### config.mk
export PLATFORM = sky130hd
export DESIGN_NAME = uart_cfg_tx
export DESIGN_NICKNAME = d
export VERILOG_FILES = /design/src/rtl/uart_tx_pkg.sv /design/src/rtl/baud16_gen.sv /design/src/rtl/tick_edge_det.sv /design/src/rtl/uart_tx_engine.sv /design/src/rtl/uart_cfg_tx.sv
export SDC_FILE = /design/constraint.sdc
export NUM_CORES = 1
export LEC_CHECK = 0
export ABC_AREA = 1
export BUFFER_PORTS_ARGS = -buffer_cell sky130_fd_sc_hd__buf_4
export CAP_MARGIN = 10
export CORE_AREA = 4 4 100 102
export DETAILED_ROUTE_END_ITERATION = 16
export DIE_AREA = 0 0 104 106
export HOLD_SLACK_MARGIN = 0.08
export PLACE_DENSITY = 0.68
export REMOVE_ABC_BUFFERS = 1
export SLEW_MARGIN = 10
export SYNTH_ARGS = -nofsm -noshare
export SYNTH_HDL_FRONTEND = slang
export SYNTH_SLANG_ARGS = --single-unit
### constraint.sdc
create_clock -name clk -period 2 [get_ports clk]
set_clock_uncertainty 0.15 [all_clocks]
set_input_delay 0.3 -clock clk [delete_from_list [all_inputs] [get_ports clk]]
set_output_delay 0.3 -clock clk [all_outputs]
set_load 0.05 [all_outputs]
### src/rtl/uart_tx_pkg.sv
package uart_tx_pkg;

  typedef enum logic [2:0] {
    ST_IDLE  = 3'd0,
    ST_START = 3'd1,
    ST_DATA  = 3'd2,
    ST_PAR   = 3'd3,
    ST_STOP  = 3'd4
  } tx_state_e;

  typedef struct packed {
    logic [2:0] last_bit;
    logic       par_on;
    logic       two_stop;
  } frame_cfg_t;

endpackage

### src/rtl/baud16_gen.sv
module baud16_gen #(
  parameter int CLK_HZ = 50_000_000,
  parameter int RATE_W = 17,
  parameter int OSR    = 16
) (
  input  logic              clk,
  input  logic              rst_n,
  input  logic [RATE_W-1:0] rate,
  output logic              tick_lvl
);
  localparam int OSR_W = $clog2(OSR);
  localparam int HZ_W  = $clog2(CLK_HZ);
  localparam int ACC_W = ((HZ_W > RATE_W + OSR_W) ? HZ_W : RATE_W + OSR_W) + 1;

  logic [ACC_W-1:0] acc_q, acc_n, step, sum;

  always_comb begin
    step  = ACC_W'({rate, {OSR_W{1'b0}}});
    sum   = acc_q + step;
    acc_n = (sum >= ACC_W'(CLK_HZ)) ? sum - ACC_W'(CLK_HZ) : sum;
  end

  always_ff @(posedge clk or negedge rst_n) begin
    if (!rst_n) acc_q <= '0;
    else        acc_q <= acc_n;
  end

  assign tick_lvl = (acc_q >= ACC_W'(CLK_HZ / 2));

  p_acc_range_r8: assert property (@(posedge clk) disable iff (!rst_n)
    acc_q < ACC_W'(CLK_HZ));

endmodule

### src/rtl/tick_edge_det.sv
module tick_edge_det (
  input  logic clk,
  input  logic rst_n,
  input  logic tick_lvl,
  output logic tick_rise
);
  logic [1:0] hist_q;

  always_ff @(posedge clk or negedge rst_n) begin
    if (!rst_n) hist_q <= 2'b00;
    else        hist_q <= {hist_q[0], tick_lvl};
  end

  assign tick_rise = (hist_q == 2'b01);

  p_single_rise_r8: assert property (@(posedge clk) disable iff (!rst_n)
    tick_rise |=> !tick_rise);

endmodule

### src/rtl/uart_tx_engine.sv
module uart_tx_engine
  import uart_tx_pkg::*;
#(
  parameter int DATA_W  = 8,
  parameter int MIN_LEN = 5,
  parameter int OSR     = 16
) (
  input  logic              clk,
  input  logic              rst_n,
  input  logic              tick_rise,
  input  logic              wr_en,
  input  logic [DATA_W-1:0] wr_data,
  input  logic [3:0]        len_sel,
  input  logic [1:0]        stop_sel,
  input  logic              par_en,
  input  logic              par_mode,
  output logic              tx,
  output logic              busy
);
  localparam int TCNT_W = $clog2(OSR);
  localparam int IDX_W  = $clog2(DATA_W);

  tx_state_e         st_q, st_n;
  logic [TCNT_W-1:0] tcnt_q, tcnt_n;
  logic [IDX_W-1:0]  idx_q, idx_n;
  logic [DATA_W-1:0] sh_q, sh_n, mask;
  logic              par_q, par_n, tx_q, tx_n, bit_end;
  frame_cfg_t        cfg_q, cfg_n;
  int                len_eff;

  always_comb begin
    len_eff = (int'(len_sel) < MIN_LEN) ? MIN_LEN :
              (int'(len_sel) > DATA_W) ? DATA_W : int'(len_sel);
    for (int i = 0; i < DATA_W; i++) mask[i] = (i < len_eff);
  end

  always_comb begin
    st_n    = st_q;
    tcnt_n  = tcnt_q;
    idx_n   = idx_q;
    sh_n    = sh_q;
    par_n   = par_q;
    cfg_n   = cfg_q;
    bit_end = tick_rise && (tcnt_q == TCNT_W'(OSR - 1));
    if (tick_rise) tcnt_n = bit_end ? '0 : tcnt_q + 1'b1;
    case (st_q)
      ST_IDLE: begin
        tcnt_n = '0;
        idx_n  = '0;
        if (wr_en) begin
          st_n           = ST_START;
          sh_n           = wr_data & mask;
          par_n          = (^(wr_data & mask)) ^ par_mode;
          cfg_n.last_bit = 3'(len_eff - 1);
          cfg_n.par_on   = par_en;
          cfg_n.two_stop = stop_sel[1];
        end
      end
      ST_START: if (bit_end) st_n = ST_DATA;
      ST_DATA: if (bit_end) begin
        sh_n  = sh_q >> 1;
        idx_n = idx_q + 1'b1;
        if (idx_q == IDX_W'(cfg_q.last_bit)) begin
          idx_n = '0;
          st_n  = cfg_q.par_on ? ST_PAR : ST_STOP;
        end
      end
      ST_PAR: if (bit_end) st_n = ST_STOP;
      ST_STOP: if (bit_end) begin
        if (cfg_q.two_stop && idx_q == '0) idx_n = IDX_W'(1);
        else st_n = ST_IDLE;
      end
      default: st_n = ST_IDLE;
    endcase
    case (st_n)
      ST_START: tx_n = 1'b0;
      ST_DATA:  tx_n = sh_n[0];
      ST_PAR:   tx_n = par_q;
      default:  tx_n = 1'b1;
    endcase
  end

  always_ff @(posedge clk or negedge rst_n) begin
    if (!rst_n) begin
      st_q   <= ST_IDLE;
      tcnt_q <= '0;
      idx_q  <= '0;
      sh_q   <= '0;
      par_q  <= 1'b0;
      cfg_q  <= '0;
      tx_q   <= 1'b1;
    end else begin
      st_q   <= st_n;
      tcnt_q <= tcnt_n;
      idx_q  <= idx_n;
      sh_q   <= sh_n;
      par_q  <= par_n;
      cfg_q  <= cfg_n;
      tx_q   <= tx_n;
    end
  end

  assign tx   = tx_q;
  assign busy = (st_q != ST_IDLE);

  p_idle_high_r1: assert property (@(posedge clk) disable iff (!rst_n)
    !busy |-> tx);
  p_start_low_r2: assert property (@(posedge clk) disable iff (!rst_n)
    $rose(busy) |-> !tx);
  p_accept_busy_r6: assert property (@(posedge clk) disable iff (!rst_n)
    (!busy && wr_en) |=> busy);
  p_cfg_hold_r7: assert property (@(posedge clk) disable iff (!rst_n)
    (busy && $past(busy)) |-> $stable(cfg_q));
  p_tick_only_r8: assert property (@(posedge clk) disable iff (!rst_n)
    (busy && !tick_rise) |=> $stable(tcnt_q));

endmodule

### src/rtl/uart_cfg_tx.sv
module uart_cfg_tx #(
  parameter int CLK_HZ = 50_000_000,
  parameter int RATE_W = 17,
  parameter int DATA_W = 8,
  parameter int OSR    = 16
) (
  input  logic              clk,
  input  logic              rst_n,
  input  logic [RATE_W-1:0] baud_rate,
  input  logic              wr_en,
  input  logic [DATA_W-1:0] wr_data,
  input  logic [3:0]        data_len,
  input  logic [1:0]        stop_len,
  input  logic              parity_en,
  input  logic              parity_mode,
  output logic              tx_line,
  output logic              busy
);
  logic [1:0] rst_sync_q;
  logic       rst_int_n, tick_lvl, tick_rise;

  always_ff @(posedge clk or negedge rst_n) begin
    if (!rst_n) rst_sync_q <= 2'b00;
    else        rst_sync_q <= {rst_sync_q[0], 1'b1};
  end
  assign rst_int_n = rst_sync_q[1];

  baud16_gen #(.CLK_HZ(CLK_HZ), .RATE_W(RATE_W), .OSR(OSR)) i_div (
    .clk(clk), .rst_n(rst_int_n), .rate(baud_rate), .tick_lvl(tick_lvl));

  tick_edge_det i_edge (
    .clk(clk), .rst_n(rst_int_n), .tick_lvl(tick_lvl), .tick_rise(tick_rise));

  uart_tx_engine #(.DATA_W(DATA_W), .OSR(OSR)) i_eng (
    .clk(clk), .rst_n(rst_int_n), .tick_rise(tick_rise),
    .wr_en(wr_en), .wr_data(wr_data), .len_sel(data_len),
    .stop_sel(stop_len), .par_en(parity_en), .par_mode(parity_mode),
    .tx(tx_line), .busy(busy));

endmodule

### Word level (Yosys, flattened, before mapping)

Index checks and enable logic that the tools add are counted.

| operators by class | value |
|---|---|
| add/sub/neg operators | 5 |
| multipliers | 0 |
| divide/modulo/power cells | 0 |
| $lt $le $gt $ge | 12 |
| equal/unequal tests | 14 |
| shift-type cells | 0 |
| muxes and demuxes | 24 |
| bitwise logic cells | 2 |
| reduce and logical (&&, ||, !) cells | 12 |

Operators with widths:

| cell | count |
|---|---|
| less-than comparator 4 x 32 -> 1 bit (first input constant) | 4 |
| less-than comparator 3 x 32 -> 1 bit (first input constant) | 2 |
| 2-to-1 mux 3 bit | 12 |
| less-than comparator 1 x 32 -> 1 bit (first input constant) | 1 |
| less-than comparator 2 x 32 -> 1 bit (first input constant) | 1 |
| adder 27 x 21 -> 27 bit | 1 |
| >= comparator 27 x 25 -> 1 bit (second input constant) | 1 |
| >= comparator 27 x 26 -> 1 bit (second input constant) | 1 |
| 2-to-1 mux 27 bit | 1 |
| subtractor 27 x 26 -> 27 bit (second input constant) | 1 |
| 2-to-1 mux 4 bit | 5 |
| 2-to-1 mux 8 bit | 2 |
| one-hot mux 8 bit (2 select lines) | 1 |
| one-hot mux 3 bit (5 select lines) | 1 |
| == test 3 x 2 -> 1 bit (second input constant) | 4 |
| one-hot mux 3 bit (3 select lines) | 1 |
| bitwise AND 8 bit | 1 |
| XOR reduction 8 bit | 1 |
| == test 3 x 1 -> 1 bit (second input constant) | 2 |
| zero test 3 bit | 2 |
| inequality test 2 x 1 -> 1 bit (second input constant) | 3 |
| nonzero test 3 bit | 2 |
| adder 4 x 1 -> 4 bit (second input constant) | 1 |
| == test 4 bit (second input constant) | 1 |
| other kinds (15) | 17 |

| storage, ports and cells | value |
|---|---|
| flip-flop bits (word level) | 56 |
| bits in latches | 0 |
| memory bits (writable) | 0 |
| ROM bits | 0 |
| bits of input ports | 36 |
| output and inout port bits | 2 |
| word-level logic and storage cells | 82 |
| memories kept | 0 |

### Longest topological paths before layout

Gate-level depths: netlist (run 1).

| depth | value |
|---|---|
| depth after elaboration | 8 |
| depth in mapped cells | 20 |

### Cells and area by module

From an unflattened synthesis (run 1), not the netlist that was laid out.

| second synthesis, totals | value |
|---|---|
| cells, all modules | 700 |
| area, all modules | 4576.9 µm² |

By module, submodules not included:

| module | instances | cells each | area an instance (µm²) |
|---|---|---|---|
| baud16_gen | 1 | 501 | 2937.8 |
| uart_tx_engine | 1 | 192 | 1525.2 |
| tick_edge_det | 1 | 4 | 60.1 |
| uart_cfg_tx | 1 | 3 | 53.8 |

### Least setup slack after synthesis (run 1)

No wires, ideal clock.

| path | value |
|---|---|
| kind | register to register |
| start | register i_div.acc_q[6] |
| end | register i_div.acc_q[11] |
| setup time | 123 ps |
| data arrival time | 2445 ps |
| required time | 1727 ps |
| slack | -719 ps |
| cell stages (with the launch flop) | 17 |
| cell sequence | dfrtp_1 -> ha_1 -> inv_1 -> nand2_1 -> and2_1 -> xor2_1 -> inv_1 -> ha_1 -> nand3_1 -> nor2_1 -> nor2_1 -> nand4_1 -> nand2_1 -> nand3_4 -> nand2_4 -> buf_6 -> o21ai_1 |

| on the way | value |
|---|---|
| word-level cells in the longest chain between the ends | 3 |
| elaborated cells on any way between the ends | 4 |
| those cells by class | add/sub (2); order compare (1); mux (1) |

Ends and longest elaborated chain:

| what | RTL line | RTL |
|---|---|---|
| start: declaration | baud16_gen.sv:15 | `logic [ACC_W-1:0] acc_q, acc_n, step, sum;` |
| start signal: assignment | baud16_gen.sv:25 | `else acc_q <= acc_n;` |
| adder 27 x 21 -> 27 bit (*) | baud16_gen.sv:19 | `sum = acc_q + step;` |
| subtractor 27 x 26 -> 27 bit or >= comparator 27 x 26 -> 1 bit (tied branches) | baud16_gen.sv:20 | `acc_n = (sum >= ACC_W'(CLK_HZ)) ? sum - ACC_W'(CLK_HZ) : sum;` |
| 2-to-1 mux 27 bit (*) | baud16_gen.sv:20 |  |
| net i_div.acc_n[11] | baud16_gen.sv:15 |  |

Mark *: on every way through the listed nets, which the timed path passes. The rest lies on a longest branch.
A chain may end at the register's enable or synchronous reset.

### Final worst setup path (run 1)

| path | value |
|---|---|
| start | register i_div.acc_q[4] |
| end | register i_div.acc_q[11] |

Same word-level chain as after synthesis.

==> impl_metrics.py, run 1 <==
metrics = {
    "synthesis": {
        "synth_top_cell_area_share": 0.285,
        "postSynthCellCount": 690,
        "ys_top_cells_by_area": "dfrtp_1, nand2_1, inv_1",
        "synth_edf_count": 0,
        "synth_seq_area_share": 0.291,
        "ys_ff_latch": 52,
        "synth-main-ff-cell": "dfrtp_1",
        "yosysTopAreaCell": "dfrtp_1",
        "ys_types": 41,
        "ys_warn_count": 0,
        "synth_area_mm2": 0.00448,
        "async_reset_ff_frac": 1.00,
        "avgSynthCellArea_um2": 6.50,
    },
    "critical_path": {
        "cp_max_fo": 8,
        "max_stage_delay_ps": 420,
        "arrival_ps": 2910,
        "r2r-start": "i_div.acc_q[4]$_DFF_PN0_",
        "crit_required_ps": 2080,
        "path_cells": "ha_4 -> fa_2 -> nand2_1 -> nor2_1 -> nand2_1 -> nand3_4 -> buf_6 -> nand3_4 -> nand4_1 -> nand2_2 -> inv_4 -> nor3_4 -> nand3_4 -> nand2_8 -> buf_8 -> nand2_1 -> o21ai_1",
        "cp-start-kind": "register",
        "r2r_slack_ps": -820,
        "critical_path_class": "reg2reg",
        "worstRegToRegCells": 17,
        "crit_path_top_delay_cell": "dfrtp_1",
        "reg2reg_to": "i_div.acc_q[11]$_DFF_PN0_",
        "critPathCaptureType": "register",
    },
    "flow_run": {
        "maxCapViolations": 0,
    },
    "grt": {
        "grt_pass1_vias": 4895,
        "grtUsageTotal": 0.241,
        "grt-ovfl-total": 0,
        "grt_first_pass_wirelength_mm": 21.9,
        "antenna_found_initial": 0,
        "grt_max_degree": 51,
    },
    "timing": {
        "setup_viol": 20,
        "tightest_slew_ps": 627,
        "fin_ws_ps": -821,
        "fin_crit_ps": 2820,
        "rsz0062_at_grt": "true",
        "period_share": 1.41,
        "drv_slew": 0,
        "fmax_ghz": 0.354,
        "relSlewSlack": 0.582,
        "hold_slack_ps": 140,
        "final_hold_viol_count": 0,
    },
    "placement": {
        "gp_congestion": 0.964,
        "placed_area_mm2": 0.00579,
        "io_buffer_count": 36,
        "dp_hpwl_mm": 10.6,
    },
    "detailed_routing": {
        "ant_nets": 0,
        "vias_per_cell": 5.15,
        "totalWireLength_mm": 13.8,
        "via_count": 5058,
        "drtPass1Iterations": 5,
        "routedWlPerCell_um": 14.1,
        "drtIter0Drc": 300,
        "drc": 0,
    },
    "clocking": {
        "worst_skew_pair.late_latency_ps": 310,
        "cts_tree": "built",
        "htree_levels": 2,
        "cts.sinks": 52,
        "clockRootBuffer": "clkbuf_8",
        "clk_pin_slew_worst_paths_ps": 110,
        "clockBufferDepth": 2,
        "cts_made_buffers": 5,
    },
    "die": {
        "num_rows": 35,
        "initial_core_util": 0.492,
        "die_h_um": 106,
        "coreArea_mm2": 0.00911,
        "die_area_mm2": 0.0110,
        "die_x_um": 104,
        "io_pins": 38,
    },
    "cells_and_area": {
        "diodes": 0,
        "stdcell_area_mm2": 0.00655,
        "syn_to_final_growth_pct": 46.2,
        "final_nets": 931,
        "drive_gt1_frac": 0.345,
    },
    "pwr": {
        "leakage_nw": 3.49,
        "p_per_area_mw_per_mm2": 1740,
        "ir_drop_mv": 1.09,
    },
    "worst_hold_path": {
        "hp-class": "in2async",
    },
    "run_status": {
        "violations": "negative setup slack",
        "status": "complete, but fails checks",
    },
}
==> stage by stage <==
| stage | util | TNS [ps] | cells | worst slack [ps] | total power [mW] |
|---|---|---|---|---|---|
| floorplan | - | -15390 | 686 | -786 | 5.99 |
| global placement | 0.636 | -19570 | 956 | -1080 | 9.08 |
| detailed placement | 0.636 | -20870 | 956 | -1050 | 9.27 |
| CTS | 0.687 | -14860 | 979 | -773 | 10.7 |
| global route | 0.719 | -19800 | 983 | -1000 | 12.3 |
| finish | 0.719 | -15890 | 983 | -821 | 11.4 |
==> registers in the layout, summed over array words and instances (netlist names) <==
name	flops
i_div.acc_q	23
i_eng.sh_q	8
i_eng.cfg_q	5
i_eng.tcnt_q	4
i_eng.idx_q	3
i_eng.st_q	3
i_edge.hist_q	2
rst_sync_q	2
i_eng.par_q	1
i_eng.tx	1
==> cell type report <==
type                            instances  area [µm²]
Clock buffer                            5        68.8
Clock inverter                          3        22.5
Fill cell                             713        2560
Inverter                              120         453
Multi-Input combinational cell        514        3160
Sequential cell                        52        1310
Tap cell                              111         139
Timing Repair Buffer                  178        1410
==> Yosys cell counts (all sizes together) (6+ instances only) <==
library cell / number
nand2: 249
inv: 119
nor2: 58
nand3: 56
dfrtp: 51
o21ai: 30
ha: 23
xor2: 21
a21oi: 18
nand4: 13
nor3: 11
xnor2: 9
o221ai: 6
==> how the worst max path moves through the flow <==
| stage | from | to | slack [ps] | cells past startpoint |
|---|---|---|---|---|
| after floorplan | i_div.acc_q[6]$_DFF_PN0_ | i_div.acc_q[12]$_DFF_PN0_ | -790 | 16 |
| after global placement | baud_rate[0] | i_div.acc_q[25]$_DFF_PN0_ | -1080 | 16 |
| after detailed placement | baud_rate[0] | i_div.acc_q[11]$_DFF_PN0_ | -1050 | 17 |
| after CTS | i_div.acc_q[4]$_DFF_PN0_ | i_div.acc_q[11]$_DFF_PN0_ | -770 | 20 |
| after global routing | i_div.acc_q[7]$_DFF_PN0_ | i_div.acc_q[14]$_DFF_PN0_ | -1000 | 18 |
| final | i_div.acc_q[4]$_DFF_PN0_ | i_div.acc_q[11]$_DFF_PN0_ | -820 | 17 |
==> kinds of logic after synthesis <==
family / count (synthesis) / share of synthesized area
buffers and inverters: 124 / 0.109
adders and majority gates: 24 / 0.0687
DFF: 52 / 0.291
xor gates and xnor gates: 30 / 0.0586
AOI/OAI and AO/OA: 66 / 0.0916
other: 1 / 0.000837
and+or+nand+nor: 393 / 0.381
==> cell usage in the layout (no fill, tap or decap), drive strengths merged <==
cell / Yosys / final
o22ai: 2 / 2
dfrtp: 51 / 51
and2: 1 / 1
a22oi: 1 / 1
nor2: 58 / 58
xnor2: 9 / 9
a21boi: 1 / 1
o21a: 1 / 1
ha: 23 / 23
nand2: 249 / 249
nand3: 56 / 56
nand3b: 4 / 4
o21bai: 2 / 2
o211ai: 1 / 1
dfstp: 1 / 1
xor2: 21 / 21
a31oi: 1 / 1
inv: 119 / 120
nor3b: 1 / 1
clkinv: 1 / 3
nor3: 11 / 11
conb: 1 / 1
o21ai: 30 / 30
fa: 1 / 1
a21oi: 18 / 18
nand4: 13 / 13
buf: 3 / 171
o221ai: 6 / 6
a221oi: 1 / 1
dlygate4sd3: 0 / 7
o31ai: 2 / 2
clkbuf: 1 / 5
==> worst max-delay path: cells and delay by family, from the launching register on <==
family,cells,cell delay [ps]
compound gates,1,70
fa+ha+maj,2,540
buf+inv,3,330
flops,1,420
simple gates,11,1230
==> repair_timing <==
item,CTS,global route
resized for setup,52,55
setup buffers,8,3
pin swaps,18,18
hold buffers,6,1
cloned,1,0
hold endpoints to repair,7,1
endpoints found under the setup margin,29,29
==> routing by layer <==
layer | vias to the layer above | share of wire | GRT usage | wire length (µm)
met5 | - | 0 | 0 | 0
met4 | 0 | 0.040 | 0.109 | 556
met3 | 42 | 0.037 | 0.0304 | 508
met2 | 135 | 0.50 | 0.440 | 6910
met1 | 2344 | 0.42 | 0.283 | 5850
li1 | 2537 | - | - | -
==> report_power, final <==
group          leakage (nW)  switching, mW  internal, mW  total (mW)
Combinational          2.84           4.69          4.23        8.92
Clock                0.0485          0.394         0.252       0.646
Sequential            0.607          0.350          1.49        1.84
Power figures use the tool's default switching activity.
==> run 2: changes to the inputs <==
--- a/config.mk
+++ b/config.mk
@@ -7,7 +7,6 @@
 export LEC_CHECK = 0
 export ABC_AREA = 1
 export BUFFER_PORTS_ARGS = -buffer_cell sky130_fd_sc_hd__buf_4
-export CAP_MARGIN = 10
 export CORE_AREA = 4 4 100 102
 export DETAILED_ROUTE_END_ITERATION = 16
 export DIE_AREA = 0 0 104 106
==> constraint.sdc (replaced) <==
create_clock -name clk -period 2.9 [get_ports clk]
set_clock_uncertainty 0.15 [all_clocks]
set_input_delay 0.435 -clock clk [delete_from_list [all_inputs] [get_ports clk]]
set_output_delay 0.435 -clock clk [all_outputs]
set_load 0.05 [all_outputs]
==> run 2 against run 1 <==
  * The run now ends clean
  * Sequential cell count did not move
  * Clock power fell by 16%
  * Total power fell by 36%
  * Critical path depth fell by 1
  * Wire length fell by 8.4%
  * Register-to-register slack improved by 940 ps
  * Sequential share of layout area rose by 1.6 points
  * Largest cell class unchanged
  * Highest routed layer unchanged
==> impl_metrics.py, run 2 (synthesized netlist as in run 1, its figures left out) <==
metrics = {
    "pwr": {
        "power_frac_clock": 0.073,
        "power.internal_mw": 3.86,
        "p_total_mw": 7.35,
        "leakage_nw": 3.23,
        "p_sw_mw": 3.49,
        "combinationalPowerShare": 0.756,
        "ir_drop_mv": 0.771,
        "sw_frac_of_total": 0.475,
        "pwr-share-seq": 0.171,
        "p_per_area_mw_per_mm2": 1210,
    },
    "die": {
        "die_x_um": 104,
        "die_h_um": 106,
        "io_pins": 38,
        "coreArea_mm2": 0.00911,
        "num_rows": 35,
        "initial_core_util": 0.492,
        "die_area_mm2": 0.0110,
    },
    "cells_and_area": {
        "largest_reg_flops": 23,
        "reg.largest.list": "i_div.acc_q (23), i_eng.sh_q (8), i_eng.cfg_q (5)",
        "fill_cells": 772,
        "final_common_cell": "nand2_1",
        "drive_gt1_frac": 0.285,
        "stdcell_area_mm2": 0.00606,
        "largest_register": "i_div.acc_q",
        "syn_to_final_growth_pct": 35.1,
        "final_cell_mix": "nand2_1, buf_4, inv_1",
        "finalNonFillerCells": 931,
        "multiInputGateArea_mm2": 0.00303,
        "seq_area_mm2": 0.00130,
        "diodes": 0,
        "final_nets": 879,
    },
    "detailed_routing": {
        "totalWireLength_mm": 12.7,
        "ant_nets": 0,
        "vias_per_cell": 5.19,
        "via_count": 4832,
        "drtIter0Drc": 218,
        "routedWlPerCell_um": 13.6,
        "drtPass1Iterations": 5,
        "drc": 0,
    },
    "critical_path": {
        "worstSetupEndpoint": "i_div.acc_q[10]$_DFF_PN0_",
        "startpoint": "i_div.acc_q[4]$_DFF_PN0_",
        "critPathCaptureType": "register",
        "cp-start-kind": "register",
        "worstRegToRegCells": 16,
        "crit_required_ps": 2950,
        "path_cells": "ha_4 -> fa_2 -> buf_6 -> xor2_2 -> nor3_2 -> nand2_1 -> nor3_2 -> buf_4 -> nand2_1 -> nor2_1 -> nand3_1 -> nand2_1 -> inv_2 -> nand2_8 -> buf_16 -> o21ai_1",
        "r2r_slack_ps": 120,
        "crit_path_top_delay_cell": "dfrtp_1",
        "cp_max_fo": 13,
        "reg2reg_to": "i_div.acc_q[10]$_DFF_PN0_",
        "r2r-start": "i_div.acc_q[4]$_DFF_PN0_",
        "arrival_ps": 2830,
        "crit_top_cell": "nand2_1",
        "critical_path_class": "reg2reg",
        "max_stage_delay_ps": 400,
    },
    "grt": {
        "grt_pass1_vias": 4583,
        "grt_first_pass_wirelength_mm": 20.4,
        "grtUsageTotal": 0.222,
        "antenna_found_initial": 0,
        "grt_max_degree": 27,
        "grt-ovfl-total": 0,
    },
    "clocking": {
        "cts_tree": "built",
        "worst_skew_pair.late_latency_ps": 310,
        "cts_made_buffers": 5,
        "htree_levels": 2,
        "cts.sinks": 52,
        "clockRootBuffer": "clkbuf_8",
        "clk_pin_slew_worst_paths_ps": 110,
        "clockBufferDepth": 2,
    },
    "run_status": {
        "status": "finished clean",
    },
    "placement": {
        "io_buffer_count": 36,
        "dp_hpwl_mm": 9.91,
        "dp_cells": 912,
        "gp_congestion": 0.936,
        "placed_area_mm2": 0.00546,
    },
    "timing": {
        "fin_crit_ps": 2780,
        "fmax_ghz": 0.360,
        "period_share": 0.958,
        "tns_ps": 0,
        "rsz0062_at_grt": "true",
        "setup_viol": 0,
        "final_hold_viol_count": 0,
        "tightest_slew_ps": 576,
        "hold_slack_ps": 115,
        "relSlewSlack": 0.616,
        "drv_slew": 0,
    },
    "worst_hold_path": {
        "hp-class": "reg2async",
    },
    "flow_run": {
        "maxCapViolations": 0,
    },
}
[run 2: power by group through the flow]
stage	Sequential [mW]	Clock (mW)	Combinational [mW]
4_1_cts	1.21	0.555	4.98
3_3_place_gp	1.22	0	4.63
2_1_floorplan	1.20	0	2.93
5_1_grt	1.29	0.591	6.14
6_report	1.26	0.540	5.56
3_5_place_dp	1.23	0	4.77
[run 2: metal layers]
metal	vias up	wire [µm]	GRT usage
li1	2426	-	-
met1	2241	5390	0.280
met2	131	6270	0.393
met3	34	594	0.0316
met4	0	405	0.0722
met5	-	0	0
[run 2: what timing repair did]
action                                  in CTS  in global routing
setup buffers                                4                  4
resized for setup                            7                 71
endpoints found under the setup margin      20                 20
gates cloned                                 1                  1
hold endpoints to repair                     2                  0
hold buffers                                 1                  0
pin swaps                                    2                 16
[run 2: through the flow]
stage                     utilization  setup slack [ps]
final                           0.665               120
after global routing            0.665             -40.4
after CTS                       0.622              3.00
after detailed placement        0.599              -264
after global placement          0.599              -195
after floorplan                     -              41.1
[run 2: critical path, delay by kind of cell (launching register included)]
family / cells / cell delay (ps)
simple gates: 8 / 860
buf+inv: 4 / 490
compound gates: 1 / 60
flops: 1 / 400
xor+xnor: 1 / 150
fa+ha+maj: 2 / 550
[run 2: how the worst min path moves through the flow]
stage                            start  cells past startpoint                         end
3_3_place_gp                     rst_n                      1     rst_sync_q[0]$_DFF_PN0_
2_1_floorplan                    rst_n                      0     rst_sync_q[0]$_DFF_PN0_
3_5_place_dp                     rst_n                      1     rst_sync_q[0]$_DFF_PN0_
4_1_cts        rst_sync_q[1]$_DFF_PN0_                      0  i_eng.cfg_q[2]$_DFFE_PN0P_
5_1_grt        rst_sync_q[1]$_DFF_PN0_                      0  i_eng.idx_q[0]$_DFFE_PN0P_
6_report       rst_sync_q[1]$_DFF_PN0_                      0  i_eng.cfg_q[2]$_DFFE_PN0P_
[run 2: cell type report]
cell class	instances	share of cell area
Tap cell	111	0.0229
Sequential cell	52	0.215
Clock inverter	2	0.00640
Timing Repair Buffer	126	0.167
Inverter	120	0.0744
Clock buffer	6	0.0136
Multi-Input combinational cell	514	0.500
